[config.mk]
export PLATFORM = sky130hd
export DESIGN_NAME = gpio4_port
export DESIGN_NICKNAME = d
export VERILOG_FILES = /design/src/rtl/gpio4_pkg.sv /design/src/rtl/gpio4_sync.sv /design/src/rtl/gpio4_regs.sv /design/src/rtl/gpio4_readmux.sv /design/src/rtl/gpio4_port.sv
export SDC_FILE = /design/constraint.sdc
export NUM_CORES = 1
export LEC_CHECK = 0
export CORE_AREA = 8 8 54 56
export CTS_CLUSTER_SIZE = 16
export DETAILED_ROUTE_END_ITERATION = 7
export DIE_AREA = 0 0 62 64
export PLACE_DENSITY = 0.7
export REMOVE_ABC_BUFFERS = 1
export SYNTH_ARGS = -nofsm -noshare
export SYNTH_HDL_FRONTEND = slang
export SYNTH_SLANG_ARGS = --single-unit
[constraint.sdc]
create_clock -name clk -period 0.8 [get_ports clk]
set_input_delay 0.08 -clock clk [delete_from_list [all_inputs] [get_ports clk]]
set_output_delay 0.08 -clock clk [all_outputs]
set_load 0.02 [all_outputs]
[src/rtl/gpio4_pkg.sv]
// Package: shared constants and types of the four-pin I/O port.
// Assumes: one address bit selects between the two registers.
package gpio4_pkg;
    typedef enum logic {
        SEL_DATA = 1'b0,
        SEL_DIR  = 1'b1
    } gpio_sel_e;

    localparam int unsigned BUS_W = 8;
endpackage

[src/rtl/gpio4_sync.sv]
// Module: gpio4_sync
// Multi-stage synchronizer for the asynchronous pad levels.
// Assumes: each pin is independent; no cross-bit coherence is required.
module gpio4_sync #(
    parameter int unsigned WIDTH  = 4,
    parameter int unsigned STAGES = 2
) (
    input  logic             clk,
    input  logic             rst_n,
    input  logic [WIDTH-1:0] async_in,
    output logic [WIDTH-1:0] sync_out
);
    logic [WIDTH-1:0] stage_q [STAGES];

    genvar s;
    generate
        for (s = 0; s < STAGES; s++) begin : g_stage
            if (s == 0) begin : g_first
                // Capture the raw pad levels.
                always_ff @(posedge clk) begin
                    if (!rst_n) stage_q[0] <= '0;
                    else        stage_q[0] <= async_in;
                end
            end else begin : g_next
                // Pass the level one stage further.
                always_ff @(posedge clk) begin
                    if (!rst_n) stage_q[s] <= '0;
                    else        stage_q[s] <= stage_q[s-1];
                end
            end
        end
    endgenerate

    assign sync_out = stage_q[STAGES-1];
endmodule

[src/rtl/gpio4_regs.sv]
// Module: gpio4_regs
// Holds the output latch and the direction bits of the drivable pins.
// Assumes: the input-only pin has no storage; writes to absent bits are dropped.
module gpio4_regs #(
    parameter int unsigned OUT_W = 3,
    parameter int unsigned BUS_W = 8
) (
    input  logic             clk,
    input  logic             rst_n,
    input  logic             wr_data,
    input  logic             wr_dir,
    input  logic [BUS_W-1:0] wdata,
    output logic [OUT_W-1:0] latch_q,
    output logic [OUT_W-1:0] dir_q
);
    // Output latch: loaded by data-register writes.
    always_ff @(posedge clk) begin
        if (!rst_n)       latch_q <= '0;
        else if (wr_data) latch_q <= wdata[OUT_W-1:0];
    end

    // Direction bits: all inputs after reset.
    always_ff @(posedge clk) begin
        if (!rst_n)      dir_q <= '1;
        else if (wr_dir) dir_q <= wdata[OUT_W-1:0];
    end

    assert_latch_keep_R9: assert property (@(posedge clk) disable iff (!rst_n)
        !wr_data |=> $stable(latch_q));
    assert_dir_keep_R9: assert property (@(posedge clk) disable iff (!rst_n)
        !wr_dir |=> $stable(dir_q));
endmodule

[src/rtl/gpio4_readmux.sv]
// Module: gpio4_readmux
// Forms the read byte: masked pin levels or direction view.
// Assumes: the highest pin is input-only and may serve as master clear.
module gpio4_readmux #(
    parameter int unsigned PORT_W = 4,
    parameter int unsigned BUS_W  = 8,
    localparam int unsigned OUT_W = PORT_W - 1
) (
    input  logic              clk,
    input  logic              rst_n,
    input  logic              sel_dir,
    input  logic [PORT_W-1:0] level,
    input  logic [PORT_W-1:0] analog_sel,
    input  logic              mclr_en,
    input  logic [OUT_W-1:0]  dir_q,
    output logic [BUS_W-1:0]  rdata
);
    logic [PORT_W-1:0] visible;

    genvar i;
    generate
        for (i = 0; i < PORT_W; i++) begin : g_mask
            if (i == PORT_W - 1) begin : g_top
                // Input-only pin: hidden by analog use or master clear.
                assign visible[i] = level[i] & ~analog_sel[i] & ~mclr_en;
            end else begin : g_io
                // Bidirectional pin: hidden by analog use.
                assign visible[i] = level[i] & ~analog_sel[i];
            end
        end
    endgenerate

    // Select the register view and zero the unimplemented bits.
    always_comb begin
        rdata = '0;
        if (sel_dir) rdata[PORT_W-1:0] = {1'b1, dir_q};
        else         rdata[PORT_W-1:0] = visible;
    end

    assert_upper_zero_R2: assert property (@(posedge clk) disable iff (!rst_n)
        rdata[BUS_W-1:PORT_W] == '0);
    assert_dir3_reads1_R8: assert property (@(posedge clk) disable iff (!rst_n)
        sel_dir |-> rdata[PORT_W-1]);
    assert_mclr_zero_R6: assert property (@(posedge clk) disable iff (!rst_n)
        (!sel_dir && mclr_en) |-> !rdata[PORT_W-1]);
    assert_analog_zero_R5: assert property (@(posedge clk) disable iff (!rst_n)
        !sel_dir |-> ((rdata[PORT_W-1:0] & analog_sel) == '0));
endmodule

[src/rtl/gpio4_port.sv]
// Module: gpio4_port (top)
// Four-pin I/O port on an 8-bit bus, with a data latch and direction control.
// Assumes: a one-bit address; pin 3 is input-only; pads are external.
module gpio4_port
    import gpio4_pkg::*;
#(
    parameter int unsigned PORT_W      = 4,
    parameter int unsigned SYNC_STAGES = 2,
    localparam int unsigned OUT_W      = PORT_W - 1
) (
    input  logic              clk,
    input  logic              rst_n,
    input  logic              bus_sel,
    input  logic              bus_we,
    input  logic [7:0]        bus_wdata,
    output logic [7:0]        bus_rdata,
    input  logic [PORT_W-1:0] pin_in,
    input  logic [PORT_W-1:0] analog_sel,
    input  logic              mclr_en,
    output logic [OUT_W-1:0]  pad_dout,
    output logic [OUT_W-1:0]  pad_oe
);
    gpio_sel_e         sel;
    logic [PORT_W-1:0] level;
    logic [OUT_W-1:0]  latch_q;
    logic [OUT_W-1:0]  dir_q;

    assign sel = gpio_sel_e'(bus_sel);

    gpio4_sync #(.WIDTH(PORT_W), .STAGES(SYNC_STAGES)) sync_i (
        .clk(clk), .rst_n(rst_n), .async_in(pin_in), .sync_out(level)
    );

    gpio4_regs #(.OUT_W(OUT_W), .BUS_W(BUS_W)) regs_i (
        .clk(clk), .rst_n(rst_n),
        .wr_data(bus_we && sel == SEL_DATA),
        .wr_dir(bus_we && sel == SEL_DIR),
        .wdata(bus_wdata), .latch_q(latch_q), .dir_q(dir_q)
    );

    gpio4_readmux #(.PORT_W(PORT_W), .BUS_W(BUS_W)) rmux_i (
        .clk(clk), .rst_n(rst_n), .sel_dir(sel == SEL_DIR),
        .level(level), .analog_sel(analog_sel), .mclr_en(mclr_en),
        .dir_q(dir_q), .rdata(bus_rdata)
    );

    // Drive the pads: latch value, and driver enabled where direction is 0.
    assign pad_dout = latch_q;
    assign pad_oe   = ~dir_q;

    assert_reset_inputs_R1: assert property (@(posedge clk) disable iff (!rst_n)
        $rose(rst_n) |-> pad_oe == '0);
    assert_oe_matches_dir_R2: assert property (@(posedge clk) disable iff (!rst_n)
        bus_sel |-> pad_oe == ~bus_rdata[OUT_W-1:0]);
    assert_dout_write_R3: assert property (@(posedge clk) disable iff (!rst_n)
        (bus_we && !bus_sel) |=> pad_dout == $past(bus_wdata[OUT_W-1:0]));
    assert_idle_hold_R9: assert property (@(posedge clk) disable iff (!rst_n)
        !bus_we |=> ($stable(pad_dout) && $stable(pad_oe)));
endmodule

# [Word-level counts from Yosys, hierarchy flattened]
# Memories as Yosys holds them, arrays and structs flattened.
# Cells that the tools add are included.
# W data, S select, Z words.
[word_totals] reg_bits=6 ramBits=8 in_bits=21 output_inout_bits=14 word_cells=24 n_memories=1
[mem_list] memory="sync_i.stage_q" depth=2 word_bits=4 read_ports=2 rd_clocked_by_memory_dff=0 write_ports=2 line="gpio4_sync.sv:13" text="logic [WIDTH-1:0] stage_q [STAGES];"
[classes] mux=5 n_bitwise=14 n_reduce_logical=2
[op_table] cell="$mux W4" n=3
[op_table] cell="$not A1 Y1" n=6
[op_table] cell="$and A1 B1 Y1" n=5
[op_table] cell="$not A3 Y3" n=1
[op_table] cell="$logic_and A1 B1 Y1" n=2
[op_table] cell="$mux W1" n=2
[op_table] cell="$or A1 B1 Y1" n=2

# [Longest topological paths before layout]
# Gate-level depths: netlist of the first run.
[depth] depth_word=4 ltp_mapped=3 mapped_depth_nobuf=2

# [Cells and area by module]
# Synthesis of the first run repeated with hierarchy kept, for this count alone.
[hier_totals] hier_cells=55 hier_area_um2=543.0
[modules_own_cells] mod="gpio4_regs" n_inst=1 cells_per_inst=18 area_each_um2=210.2 seq_area_each_um2=120.1
[modules_own_cells] mod="gpio4_sync" n_inst=1 cells_per_inst=16 area_each_um2=210.2 seq_area_each_um2=160.2
[modules_own_cells] mod="gpio4_readmux" n_inst=1 cells_per_inst=16 area_each_um2=95.1 seq_area_each_um2=0.0
[modules_own_cells] mod="gpio4_port" n_inst=1 cells_per_inst=5 area_each_um2=27.5 seq_area_each_um2=0.0

# [Least setup slack after synthesis of the first run]
# Ideal clock, no wire load.
[synth_timing] path_kind="register to output" from="memory sync_i.stage_q[1][0]" to="output bus_rdata[0]" arrival_time_ns=0.811 t_required_ns=0.720 setup_slack_ns=-0.091 stages_incl_launch_ff=3 cell_sequence="dfxtp_1 > nand2b_1 > o21ai_0"
[synth_rtl] item="from (decl)" line="gpio4_sync.sv:13"
[synth_rtl] item="to (decl)" line="gpio4_port.sv:16" text="output logic [7:0] bus_rdata,"

==> results.tsv, run 1 <==
stage	metric	value	unit
grt	grt_antenna_before_repair	0	
route	dr_total_vias	495	
placement	port_buffers	25	
yosys	yosysSeqAreaShare	0.482	
floorplanning	start_util	0.276	
min_path	hold_path.class	input pin to flop	
floorplanning	row_count	17	
placement	place_hpwl	1060	um
placement	pre_cts_slack	-865	ps
clock_tree	cts_made_buffers	3	
clock_tree	ctsHoldBuffers	0	
status	violations	negative setup slack	
floorplanning	core	2110	um2
sta	fmaxAchievable	1010	MHz
power	power	1580	uW
sta	min_period	988	ps
clock_tree	clock-root-buffer	clkbuf_4	
floorplanning	ios	35	
setup_path	critical_path_class	flop to output port	
yosys	avgSynthCellArea	9.70	um2
sta	skew	0.164	ps
flow_run	maxCapViolCount	0	
route	ant_nets	0	
floorplanning	dieWidth	62	um
sta	whs	274	ps
grt	grt_pass1_vias	523	
route	drtPass1Iterations	2	
setup_path	cp.required	720	ps
sta	worst_slack	-188	ps
clock_tree	cts_tree	built	
clock_tree	clkSinkCount	14	
clock_tree	clock_latency	270	ps
setup_path	cp_cell_sequence	nand2b_1 > o21ai_1 > buf_4	
route	wl	1310	um
sta	rsz0062_at_grt	true	
cells_and_area	finalNetCount	117	
sta	setup_tns	-854	ps
setup_path	cp-end-kind	output port	
sta	final_max_slew_viol_count	0	
route	drc	0	
cells_and_area	fill_cells	207	
setup_path	crit_fanout	1	
power	leakagePower	0.000432	uW
power	peakVddDrop	655	uV
yosys	ys_ff_latch	14	
cells_and_area	drive_gt1_frac	0.432	
cells_and_area	diodes	0	
power	p_per_area	1670	nW/um2
yosys	synth_cells	60	
min_path	hold_depth	3	
grt	track_usage	0.0705	
yosys	synth.distinct_cells	18	
route	avgViaCountPerCell	4.02	
grt	grt_overflow	0	
placement	placed_cell_area	882	um2
floorplanning	die_y	64	um
sta	hold_viol	0	
sta	finalCritPeriodShare	1.23	
route	wl_per_cell	10.6	um
grt	grt_max_degree	11	
clock_tree	clockBufferDepth	2	
grt	grt_pass1_wl	2060	um
setup_path	cp-start-kind	flop	
setup_path	max_stage_delay	310	ps
yosys	synthesis.area	582	um2
sta	finalSetupViolCount	10	
setup_path	cp_slowest_cell	dfxtp_1	
yosys	ys_warn_count	0	
cells_and_area	postLayoutCellArea	950	um2
setup_path	reg2reg_depth	4	
route	drt_iter0_markers	3	
floorplanning	die_area	3970	um2
setup_path	crit_arrival	910	ps
clock_tree	path_clk_slew	80	ps
clock_tree	cts-htree-levels	1	
cells_and_area	synthToLayoutAreaGrowth	63.2	%
placement	gp_congestion	0.749	
status	status	finished, violations left	
[per-stage QoR]
stage / std cells / util
2_1_floorplan: 57 / -
3_3_place_gp: 117 / 0.419
3_5_place_dp: 117 / 0.419
4_1_cts: 122 / 0.442
5_1_grt: 123 / 0.451
6_report: 123 / 0.451
[cell families after synthesis]
kind of cell    Yosys count  synth area share
simple gates             26             0.252
flops                    14             0.482
buf+inv                   9             0.103
compound gates            7             0.105
mux                       3            0.0516
other cells               1           0.00645
[cell usage after synthesis]
| cell type | instances | area, um2 |
|---|---|---|
| nor2b_4 | 1 | 13.8 |
| and2_4 | 1 | 8.76 |
| nand2b_2 | 1 | 8.76 |
| o21ai_0 | 1 | 5.00 |
| buf_4 | 5 | 37.5 |
| a21o_2 | 1 | 8.76 |
| nor2_1 | 1 | 3.75 |
| inv_1 | 3 | 11.3 |
| nand2b_1 | 2 | 12.5 |
| nand2_1 | 9 | 33.8 |
| and2_1 | 8 | 50.1 |
| mux2i_1 | 3 | 30.0 |
| dfxtp_1 | 14 | 280 |
| o21ai_1 | 2 | 10.0 |
| o211ai_2 | 3 | 37.5 |
| nand3_1 | 3 | 15.0 |
| conb_1 | 1 | 3.75 |
| buf_6 | 1 | 11.3 |
[flip-flops by register name, summed over array words and instances, names as in the netlist]
name and count:
sync_i.stage_q 8, regs_i.latch_q 3, regs_i.dir_q 3
[timing repair]
item	in CTS	in global routing
pin swaps	1	1
setup buffers	1	1
endpoints found under the setup margin	16	10
resized for setup	73	3
[final cells by class]
cell class	count	area, um2	area share
repair buffers	34	322	0.339
clock buffers	4	36.3	0.0382
well taps	28	35.0	0.0369
inverters	3	11.3	0.0119
multi-input cells	40	256	0.270
flip-flops and latches	14	289	0.304
[metal layers]
metal	routed length, um	vias up	part of all wire	track usage
li1	-	255	-	-
met1	438	221	0.34	0.0584
met2	677	17	0.52	0.122
met3	167	2	0.13	0.0300
met4	21	0	0.016	0.0598
met5	0	-	0	0
[power breakdown]
| part | total, uW | switching [uW] | internal [uW] |
|---|---|---|---|
| Combinational | 340 | 150 | 191 |
| Clock | 491 | 215 | 276 |
| Sequential | 752 | 15.4 | 737 |
[cell usage in the layout, fill, tap and decap left out, types with 4 or more instances in the layout]
cell type	instances
clkdlybuf4s50_1	11
dfxtp_2	7
conb_1	4
buf_6	9
nand2_1	9
buf_4	10
dfxtp_1	7
dlygate4sd2_1	4
and2_1	8
[worst max-delay path: cells and delay by family, from the launching register on]
family | cells | cell delay [ps]
AO/OA/AOI/OAI | 1 | 120
buffers and inverters | 1 | 150
flip-flops | 1 | 310
AND/OR/NAND/NOR | 1 | 50
[worst paths after layout]
path | from | endpoint | slack (ps)
worst min-delay path | bus_we | regs_i.dir_q[0] | 270
worst min register to register | sync_i.stage_q[0][0] | sync_i.stage_q[1][0] | 440
worst max register to register | regs_i.dir_q[1] | regs_i.dir_q[1] | 20
worst max-delay path | sync_i.stage_q[1][0] | bus_rdata[0] | -190
Note: power is estimated with default switching activity, not from simulation.
==> run 2: changes to the inputs <==
- PLACE_DENSITY: 0.7 -> 0.67
- clock period: 0.8 -> 1.1 ns (I/O delays scaled with it)
==> run 2 against run 1 <==
Compared with the run above:
- the run now ends clean
- count of clock-buffer cells in the layout did not move
- global-route usage about the same
- critical path depth increased by 1
- highest routed layer unchanged
- register-to-register slack improved by 370 ps
- non-clock buffer count shrank 2
- power decreased by 29%
- combinational power down 35%
- sequential cell count stayed put
- cell count down 1.6%
- worst setup slack gained 240 ps
- die area unchanged
==> results.tsv, run 2 (synthesized netlist as in run 1, its figures left out) <==
stage	metric	value	unit	change
clock_tree	ctsHoldBuffers	0		unchanged
floorplanning	die_y	64	um	unchanged
power	p_per_area	1270	nW/um2	-24%
placement	placed_cell_area	882	um2	unchanged
setup_path	crit_cells	4		+1
setup_path	critPathBufInv	2		+1
power	switching_power	275	uW	-28%
status	status	complete, no violations		
setup_path	cp.required	990	ps	+270 ps
sta	skew	0.277	ps	+0.113 ps
placement	port_buffers	25		unchanged
cells_and_area	fin_util	0.421		-0.0303
floorplanning	core	2110	um2	unchanged
setup_path	cp-start-kind	input pin		
grt	grt_pass1_vias	509		-2.7%
placement	place_hpwl	1010	um	-4.7%
setup_path	reg2reg_depth	3		-1
sta	finalCritPeriodShare	0.957		
route	avgViaCountPerCell	3.89		-3.3%
floorplanning	row_count	17		unchanged
route	drtPass1Iterations	4		+2
floorplanning	dieWidth	62	um	unchanged
sta	final_max_slew_viol_count	0		unchanged
grt	grt_antenna_before_repair	0		unchanged
cells_and_area	diodes	0		unchanged
clock_tree	cts_setup_buffers	0		-1
cells_and_area	layout_common_cells	14 x clkdlybuf4s50_1, 13 x dfxtp_1, 9 x nand2_1		
sta	min_period	1050	ps	
flow_run	maxCapViolCount	0		unchanged
setup_path	cp_cell_sequence	clkdlybuf4s50_1 > nor2_1 > a21o_2 > buf_6		
setup_path	cp_slowest_cell	clkdlybuf4s50_1		
route	wl_per_cell	10.6	um	-0.37%
floorplanning	start_util	0.276		unchanged
cells_and_area	finalNetCount	115		-1.7%
route	ant_nets	0		unchanged
power	leakagePower	0.000411	uW	-5.0%
sta	whs	405	ps	+132 ps
clock_tree	clock-root-buffer	clkbuf_4		
setup_path	crit_fanout	1		unchanged
power	power	1130	uW	-29%
clock_tree	clkSinkCount	14		unchanged
clock_tree	clock_latency	270	ps	about the same
power	switching_share	0.244		+0.00456
setup_path	max_stage_delay	460	ps	+150 ps
cells_and_area	drive_gt1_frac	0.312		-0.120
cells_and_area	postLayoutCellArea	886	um2	-6.7%
floorplanning	die_area	3970	um2	unchanged
clock_tree	cts_resized	28		-62%
route	dr_total_vias	471		-4.8%
setup_path	worst-r2r-setup-slack	390	ps	+370 ps
placement	gp_congestion	0.761		+1.6%
cells_and_area	fill_cells	218		+5.3%
clock_tree	cts_tree	built		
sta	hold_viol	0		unchanged
grt	track_usage	0.0701		-0.000362
power	p_int	851	uW	-29%
route	wl	1280	um	-2.0%
sta	finalSetupViolCount	0		-10
clock_tree	path_clk_slew	80	ps	about the same
setup_path	cp-end-kind	output port		
setup_path	cpLargestDelayFamily	buffers and inverters		
cells_and_area	multi_input_area	256	um2	unchanged
setup_path	critical_path_class	input pin to output port		
grt	grt_max_degree	9		-2
cells_and_area	synthToLayoutAreaGrowth	52.3	%	
power	p_comb_frac	0.196		-0.019
cells_and_area	seqCellArea	282	um2	-2.6%
clock_tree	clockBufferDepth	2		unchanged
power	sequentialPowerShare	0.481		+0.006
cells_and_area	top_register	sync_i.stage_q		
min_path	hold_path.class	input pin to flop		
cells_and_area	layout_commonest_cell	clkdlybuf4s50_1		
grt	grt_pass1_wl	1980	um	-3.7%
sta	fmaxAchievable	950	MHz	
power	p_clk_frac	0.323		+0.013
sta	setup_tns	0	ps	+854 ps
clock_tree	cts_made_buffers	3		unchanged
power	peakVddDrop	534	uV	-18%
floorplanning	ios	35		unchanged
clock_tree	cts-htree-levels	1		unchanged
setup_path	crit_arrival	940	ps	+30 ps
route	drc	0		unchanged
cells_and_area	largest_reg_flops	8		unchanged
route	drt_iter0_markers	2		-1
cells_and_area	reg_top3	sync_i.stage_q x8, regs_i.dir_q x3, regs_i.latch_q x3		
grt	grt_overflow	0		unchanged
min_path	hold_depth	2		-1
==> run 2: stage by stage <==
stage                     setup WS, ps  instances
after floorplan                    179         57
after global placement            -581        117
after detailed placement          -601        117
after CTS                         9.58        121
after global routing           -0.0366        121
final                             47.5        121
==> run 2: power groups by stage <==
stage | combinational [uW] | sequential, uW | clock, uW
2_1_floorplan | 89.8 | 559 | 0
3_3_place_gp | 237 | 553 | 0
3_5_place_dp | 239 | 554 | 0
4_1_cts | 221 | 542 | 380
5_1_grt | 240 | 546 | 412
6_report | 221 | 542 | 363
==> run 2: per-layer routing <==
metal / track usage / wire length (um) / part of all wire / up-vias
li1: - / - / - / 250
met5: 0 / 0 / 0 / -
met2: 0.107 / 578 / 0.45 / 23
met1: 0.0596 / 478 / 0.37 / 192
met4: 0.0826 / 60 / 0.047 / 0
met3: 0.0320 / 162 / 0.13 / 6
==> run 2: worst paths after layout <==
kind,start,end
worst max-delay path,analog_sel[3],bus_rdata[3]
worst min-delay path,pin_in[2],sync_i.stage_q[0][2]
worst max register to register,regs_i.dir_q[2],regs_i.dir_q[2]
worst min register to register,sync_i.stage_q[0][0],sync_i.stage_q[1][0]
==> run 2: layout make-up <==
class / instances / area share
multi-input cells: 40 / 0.290
repair buffers: 32 / 0.299
clock buffers: 4 / 0.0410
flip-flops and latches: 14 / 0.318
well taps: 28 / 0.0395
inverters: 3 / 0.0127
==> run 3: changes to the inputs <==
- CORE_AREA: 8 8 54 56 -> 8 8 52 54
- DIE_AREA: 0 0 62 64 -> 0 0 60 62
- PLACE_DENSITY: 0.67 -> 0.75
- clock period: 1.1 -> 0.9 ns (I/O delays scaled with it)
==> run 3 against run 2 <==
Compared with the run above:
- the run now ends with negative setup slack left
- utilization is 7.3 points higher
- sequential cell count is the same
- non-clock buffer count increased by 2
- critical endpoint is now bus_rdata[1]
- largest cell class is now non-clock buffers
==> results.tsv, run 3 (synthesized netlist as in run 1, its figures left out) <==
stage	metric	value	unit	change
placement	port_buffers	25		unchanged
cells_and_area	drive_gt1_frac	0.453		+0.141
min_path	min_to	sync_i.stage_q[0][2]		
power	switching_power	348	uW	+26%
route	drt_iter0_markers	8		+6
power	power	1410	uW	+26%
floorplanning	die_y	62	um	-3.1%
clock_tree	clock-root-buffer	clkbuf_4		
setup_path	worst-r2r-setup-slack	80	ps	-310 ps
setup_path	cpLargestDelayFamily	flip-flops		
setup_path	crit_arrival	920	ps	-20 ps
status	violations	negative setup slack		
clock_tree	clockBufferDepth	2		unchanged
cells_and_area	layout_common_cells	15 x buf_4, 12 x clkdlybuf4s50_1, 9 x nand2_1, 9 x dfxtp_2, 8 x and2_1		
setup_path	cp_cell_sequence	nand2b_1 > o21ai_1 > buf_4		
clock_tree	clock_latency	280	ps	about the same
placement	gp_congestion	0.666		-13%
setup_path	critical_path_class	flop to output port		
floorplanning	die_area	3720	um2	-6.3%
cells_and_area	diodes	0		unchanged
route	wl_per_cell	10.4	um	-1.8%
floorplanning	core	1900	um2	-9.7%
route	ant_nets	0		unchanged
sta	min_period	1010	ps	
cells_and_area	finalNetCount	117		+1.7%
setup_path	reg2reg_to	regs_i.dir_q[0]		
route	wl	1270	um	-0.94%
min_path	hp-start	pin_in[2]		
sta	skew	0.501	ps	+0.224 ps
floorplanning	dieWidth	60	um	-3.2%
cells_and_area	largest_reg_flops	8		unchanged
setup_path	critPathBufInv	1		-1
sta	rsz0062_at_grt	true		
cells_and_area	reg_top3	sync_i.stage_q x8, regs_i.dir_q x3, regs_i.latch_q x3		
setup_path	reg2reg_depth	4		+1
setup_path	cp_slowest_cell	dfxtp_2		
setup_path	cp-start-kind	flop		
power	peakVddDrop	733	uV	+37%
route	drtPass1Iterations	2		-2
setup_path	cp.required	810	ps	-180 ps
sta	fmaxAchievable	989	MHz	
setup_path	crit_fanout	1		unchanged
grt	grt_max_degree	11		+2
sta	worst_slack	-111	ps	-159 ps
setup_path	cp-startpoint	sync_i.stage_q[1][1]		
power	leakagePower	0.000442	uW	+7.5%
setup_path	cp-end-kind	output port		
cells_and_area	layout_commonest_cell	buf_4		
sta	finalSetupViolCount	4		+4
floorplanning	ios	35		unchanged
power	p_int	1070	uW	+25%
sta	final_max_slew_viol_count	0		unchanged
grt	grt_pass1_wl	1990	um	+0.71%
grt	grt_antenna_before_repair	0		unchanged
route	avgViaCountPerCell	4.10		+5.3%
placement	pre_cts_slack	-806	ps	-205 ps
power	p_clk_frac	0.319		-0.004
clock_tree	path_clk_slew	80	ps	about the same
grt	grt_overflow	0		unchanged
clock_tree	ctsHoldBuffers	0		unchanged
sta	setup_tns	-396	ps	-396 ps
power	sequentialPowerShare	0.472		-0.009
placement	place_hpwl	1040	um	+2.2%
min_path	hold_depth	2		unchanged
sta	finalCritPeriodShare	1.12		
cells_and_area	layoutNonFillerInstCount	122		+0.83%
power	p_comb_frac	0.209		+0.013
grt	track_usage	0.0746		+0.00445
cells_and_area	top_register	sync_i.stage_q		
setup_path	rr_startpoint	regs_i.dir_q[0]		
clock_tree	clkSinkCount	14		unchanged
cells_and_area	seqCellArea	292	um2	+3.6%
route	drc	0		unchanged
power	p_per_area	1510	nW/um2	+18%
sta	hold_viol	0		unchanged
clock_tree	cts_tree	built		
min_path	hold_path.class	input pin to flop		
flow_run	maxCapViolCount	0		unchanged
grt	grt_pass1_vias	460		-9.6%
status	status	finished, violations left		
sta	whs	385	ps	-20.7 ps
route	dr_total_vias	500		+6.2%
clock_tree	cts-htree-levels	1		unchanged
placement	place_inst	116		-0.85%
floorplanning	start_util	0.306		+0.0296
cells_and_area	multi_input_area	255	um2	-0.49%
floorplanning	row_count	16		-1
power	switching_share	0.246		+0.00155
cells_and_area	synthToLayoutAreaGrowth	61.5	%	
clock_tree	cts_made_buffers	3		unchanged
setup_path	max_stage_delay	320	ps	-140 ps
cells_and_area	fill_cells	183		-16%
run 3: layout make-up:
| cell class | instances | share of cell area |
|---|---|---|
| Clock buffer | 4 | 0.0386 |
| Timing Repair Buffer | 34 | 0.332 |
| Tap cell | 27 | 0.0360 |
| Multi-Input combinational cell | 40 | 0.272 |
| Sequential cell | 14 | 0.310 |
| Inverter | 3 | 0.0120 |
run 3: worst max-delay path by stage:
| stage | end | slack, ps | depth (start not counted) |
|---|---|---|---|
| floorplan | bus_rdata[0] | -0.8 | 2 |
| global placement | bus_rdata[2] | -770 | 4 |
| detailed placement | bus_rdata[2] | -810 | 4 |
| CTS | bus_rdata[2] | -130 | 3 |
| global route | bus_rdata[1] | -230 | 3 |
| finish | bus_rdata[1] | -110 | 3 |
run 3: timing repair:
action,CTS,global route
resized for setup,59,13
pin swaps,2,2
setup endpoints to repair,16,10
buffers inserted,0,2
run 3: layer usage:
layer / track usage / up-vias / part of all wire
met5: 0 / - / 0
li1: - / 253 / -
met3: 0.0226 / 4 / 0.083
met4: 0.0714 / 0 / 0.032
met2: 0.123 / 21 / 0.49
met1: 0.0739 / 222 / 0.40
run 3: worst register-to-register path: stages (launching register included):
cell	delay, ps
dfxtp_2	340
inv_2	40
buf_4	120
buf_4	120
o211ai_2	130
run 3: per-stage QoR:
step	util	cell area (um2)
floorplan	-	544
global placement	0.463	881
detailed placement	0.463	881
CTS	0.473	900
global route	0.494	940
finish	0.494	940
run 3: power groups by stage:
stage	logic (uW)	clock network, uW	registers [uW]
5_1_grt	319	509	672
4_1_cts	286	469	665
6_report	295	452	667
2_1_floorplan	110	0	683
3_3_place_gp	290	0	676
3_5_place_dp	294	0	676
